`src/rtl/spi_cfg_reg.sv`:
```
module spi_cfg_reg #(
  parameter int BYTE_W  = 8,
  parameter int OCT_W   = 4,
  parameter int CFG_W   = 2
) (
  input  logic                          clk,
  input  logic                          rst_n,
  input  logic                          ser_sel_n,
  input  logic                          ser_clk,
  input  logic                          ser_dat,
  output logic [OCT_W-1:0]              oct_o,
  output logic [2*BYTE_W-OCT_W-CFG_W-1:0] dac_o,
  output logic [CFG_W-1:0]              cfg_o,
  output logic                          upd_o,
  output logic                          upd_hi_o
);
  localparam int WORD_W = 2 * BYTE_W;
  localparam int DAC_W  = WORD_W - OCT_W - CFG_W;
  localparam int BIT_W  = $clog2(BYTE_W);
  localparam int CNT_W  = BIT_W + 1;

  logic [1:0] sel_s, clk_s, dat_s;
  logic       clk_d;
  logic [CNT_W-1:0]  cnt_q;
  logic [BYTE_W-2:0] sh_q;
  logic [WORD_W-1:0] word_q;

  always_ff @(posedge clk or negedge rst_n) begin
    if (!rst_n) begin
      sel_s <= '1;
      clk_s <= '0;
      dat_s <= '0;
      clk_d <= 1'b0;
    end else begin
      sel_s <= {sel_s[0], ser_sel_n};
      clk_s <= {clk_s[0], ser_clk};
      dat_s <= {dat_s[0], ser_dat};
      clk_d <= clk_s[1];
    end
  end

  wire active   = !sel_s[1];
  wire rise     = clk_s[1] && !clk_d;
  wire take     = active && rise;
  wire byte_end = (cnt_q[BIT_W-1:0] == BIT_W'(BYTE_W-1));
  wire to_hi    = !cnt_q[CNT_W-1];
  wire [BYTE_W-1:0] new_byte = {sh_q, dat_s[1]};

  always_ff @(posedge clk or negedge rst_n) begin
    if (!rst_n) begin
      cnt_q    <= '0;
      sh_q     <= '0;
      word_q   <= '0;
      upd_o    <= 1'b0;
      upd_hi_o <= 1'b0;
    end else begin
      upd_o <= 1'b0;
      if (!active) begin
        cnt_q <= '0;
      end else if (take) begin
        cnt_q <= cnt_q + 1'b1;
        sh_q  <= new_byte[BYTE_W-2:0];
        if (byte_end) begin
          upd_o    <= 1'b1;
          upd_hi_o <= to_hi;
          if (to_hi) word_q[WORD_W-1:BYTE_W] <= new_byte;
          else       word_q[BYTE_W-1:0]      <= new_byte;
        end
      end
    end
  end

  assign oct_o = word_q[WORD_W-1 -: OCT_W];
  assign dac_o = word_q[CFG_W +: DAC_W];
  assign cfg_o = word_q[CFG_W-1:0];
endmodule


```
`config.mk`:
```
export PLATFORM = sky130hd
export DESIGN_NAME = spi_cfg_reg
export DESIGN_NICKNAME = d
export VERILOG_FILES = /design/src/rtl/spi_cfg_reg.sv
export SDC_FILE = /design/constraint.sdc
export NUM_CORES = 1
export LEC_CHECK = 0
export ABC_AREA = 1
export ABC_CLOCK_PERIOD_IN_PS = 1200
export BUFFER_PORTS_ARGS = -buffer_cell sky130_fd_sc_hd__buf_2
export CORE_MARGIN = 1.5
export CORE_UTILIZATION = 30
export CTS_CLUSTER_DIAMETER = 150
export DETAILED_ROUTE_END_ITERATION = 7
export SLEW_MARGIN = 20
export SYNTH_ARGS = -nofsm -noshare
export SYNTH_HDL_FRONTEND = slang
export SYNTH_SLANG_ARGS = --single-unit
```
`constraint.sdc`:
```
create_clock -name clk -period 1.2 [get_ports clk]
set_input_delay 0.24 -clock clk [delete_from_list [all_inputs] [get_ports clk]]
set_output_delay 0.24 -clock clk [all_outputs]
set_load 0.02 [all_outputs]
```
==> impl_metrics.toml <==
[place]
placedCellCount = 237
dp_slack_ns = -0.01801
dp_hpwl_um = 2000
place_congestion = 0.7853
postPlaceCellArea_sq_mm = 0.001760
io_buffer_count = 22

[logic_synthesis]
post-synth-top-area-fraction = 0.5772
distinct_cells_synth = 20
synth_area_leaders = "sky130_fd_sc_hd__dfrtp_1 58%, sky130_fd_sc_hd__nand2_1 14%, sky130_fd_sc_hd__nand4_1 6.8%"
synth_seq_cells = 36
netlist_instances = 141
synth_area_per_cell_sq_um = 10.45
seq_area_frac_synth = 0.6129
synth.cell_area_sq_mm = 0.001474
synth_area_leader_cell = "sky130_fd_sc_hd__dfrtp_1"
mappedNetlistNets = 148
ys.warnings.count = 0

[sta]
final_max_slew_viol_count = 0
setup_viol_count_final = 6
final.period_utilization = 1.019
achievable-frequency_ghz = 0.8181
timing.final.ws_setup_ns = -0.02241
max_transition_margin = 0.7503
grt_setup_unrepaired = "true"
final_hold_viol_count = 0
final.setup_skew_ns = 0.01148
finalCriticalPeriod_ns = 1.222
tightest_slew_ns = 0.3745

[final_layout]
fin_util = 0.4079
insertedDiodeCount = 0
finalNonFillerCells = 251
final_cell_area_sq_mm = 0.001927
number_of_fill_cells = 470
drive_above_1_share = 0.3315
layout_net_count = 190
areaGrowthSynthToFinish_pct = 30.73

[clocking]
clk_latency_ns = 0.29
cts-htree-levels = 2
tritoncts = "done"
tritoncts_num_sinks = 36
ctsRootBufferMaster = "sky130_fd_sc_hd__clkbuf_8"
clk_pin_slew_worst_paths_ns = 0.07
clock_path_buffers = 2
cts-buffers-inserted = 5

[pwr]
combinational_cell_fraction_of_total_power = 0.093
vdd.ir_drop.worst_uv = 713.3
power.clock.fraction = 0.360
power.sequential.fraction = 0.547
fin_total_pwr_mw = 2.532
switching_share = 0.2567
p_per_area_mw_per_mm2 = 1314
cellInternalPower_mw = 1.882
p_leak_nw = 1.057
power.switching_mw = 0.6499

[floorplan]
floorplan.die.height_um = 73.10
die-area_sq_mm = 0.005343
fp.coreArea_sq_mm = 0.004723
initial_utilization = 0.3121
floorplan.io_pins = 23
die_width_um = 73.10
floorplan.rows = 25

[worst_setup_path]
worstPathMaxFanout = 8
timing.reg2reg.worst_path_depth = 5
timing.critical_path.arrival_ns = 1.40
start_kind = "register"
worstSetupEndpointType = "register"
timing.critical_path.required_ns = 1.38
regToRegStartpoint = "cnt_q[1]"
reg2reg_setup_slack_ns = -0.02
path_class = "reg2reg"
reg2reg_to = "word_q[4]"

[global_route]
via_count_of_the_first_global_routing_pass = 998
initial_antenna_violation_count = 0
grt_first_pass_wirelength_um = 4733
grt_use_total = 0.1204
grt-ovfl-total = 0
grt_start_max_net_pins = 23

[detailed_routing]
routed-via-count = 1094
finalWirelength_um = 2978
dr.pass1.iters = 4
vias_per_cell = 4.359
routed_wire_length_per_instance_um = 11.86
antenna_violating_nets_post_route = 0
detail_route.drc_violations = 0
first_iter_violations = 98

[run_status]
status = "finished with violations"
violated_checks = "negative setup slack"

[job]
timing.max_cap.violations = 0

[min_path]
hold_end = "sel_s[0]"
hold_start = "ser_sel_n"
worstHoldPathType = "in2reg"
hold_path_depth = 1
## placed cells by master (no fill, tap or decap), drive strengths merged
cell and count:
o21ai 8, nand3 2, nor2 4, clkinv 1
nand4 18, o21a 1, ha 2, clkbuf 6
dfrtp 34, dfstp 2, inv 7, nand2 57
dlygate4sd3 1, a21oi 1, buf 40
## power by group through the flow
stage | sequential (mW) | combinational, mW | clock (mW)
global route | 1.40 | 0.261 | 1.01
detailed placement | 1.41 | 0.206 | 0
finish | 1.39 | 0.235 | 0.911
global placement | 1.41 | 0.205 | 0
floorplan | 1.38 | 0.118 | 0
CTS | 1.38 | 0.210 | 0.941
## cells in the mapped netlist
cell type	n
sky130_fd_sc_hd__clkbuf_4	1
sky130_fd_sc_hd__buf_8	2
sky130_fd_sc_hd__buf_2	1
sky130_fd_sc_hd__inv_1	3
sky130_fd_sc_hd__dfrtp_1	34
sky130_fd_sc_hd__o21ai_0	8
sky130_fd_sc_hd__nand2_1	56
sky130_fd_sc_hd__nand4_4	2
sky130_fd_sc_hd__nand4_1	16
sky130_fd_sc_hd__nor2_8	1
sky130_fd_sc_hd__nor2_1	2
sky130_fd_sc_hd__nand3_1	2
sky130_fd_sc_hd__buf_4	2
sky130_fd_sc_hd__o21a_1	1
sky130_fd_sc_hd__nor2_4	1
sky130_fd_sc_hd__nand2_4	1
sky130_fd_sc_hd__inv_2	3
sky130_fd_sc_hd__dfstp_2	2
sky130_fd_sc_hd__a21oi_1	1
sky130_fd_sc_hd__ha_1	2
## kinds of logic after synthesis
group	synth area share
simple gates	0.2801
compound gates	0.03565
flops	0.6129
fa+ha+maj	0.01698
buf+inv	0.05432
## layout make-up
class                   count  area [sq um]  area share
clock buffers               6         82.58     0.04286
clock inverters             2         13.76    0.007143
inverters                   6         22.52     0.01169
multi-input cells          93         508.0      0.2636
flip-flops and latches     36         903.4      0.4688
well taps                  67         83.83     0.04351
repair buffers             41         312.8      0.1623
## flip-flops by register name, summed over array words and instances (netlist names)
register / count
word_q: 16
sh_q: 7
cnt_q: 4
clk_s: 2
dat_s: 2
sel_s: 2
clk_d: 1
upd_hi_o: 1
upd_o: 1
## worst max-delay path, cell delays in order (launching register included)
cell	delay, ns
sky130_fd_sc_hd__dfrtp_1	0.36
sky130_fd_sc_hd__ha_2	0.21
sky130_fd_sc_hd__ha_4	0.20
sky130_fd_sc_hd__nand4_4	0.19
sky130_fd_sc_hd__nand2_1	0.11
sky130_fd_sc_hd__nand2_1	0.05
## worst max path at each step
stage,start,to,slack [ns],cells past startpoint
final,cnt_q[1],word_q[4],-0.02,5
after global routing,cnt_q[0],word_q[5],-0.1,5
after CTS,cnt_q[0],word_q[5],0.001,5
after detailed placement,cnt_q[1],word_q[5],-0.02,5
after global placement,cnt_q[1],word_q[13],0.008,5
after floorplan,cnt_q[0],word_q[0],-0.02,6
## repair_timing
action	4_1_cts	5_1_grt
endpoints found under the setup margin	16	23
hold endpoints to repair	12	0
pin swaps	4	8
hold buffers	1	0
resized for setup	3	3
setup buffers	2	4
## per-layer routing
layer	track usage	wire length [um]	share of wire
met5	0	0	0
met1	0.1572	1445	0.49
met4	0.05870	57	0.019
met3	0.04420	125	0.042
met2	0.1758	1349	0.45
## through the flow
step           hold slack (ns)  setup TNS, ns
3_3_place_gp            0.1739              0
4_1_cts                0.03357              0
5_1_grt                0.02111         -1.122
6_report               0.04300       -0.08862
2_1_floorplan         -0.05559        -0.1570
3_5_place_dp            0.1757        -0.1241
Power figures use the tool's default switching activity.
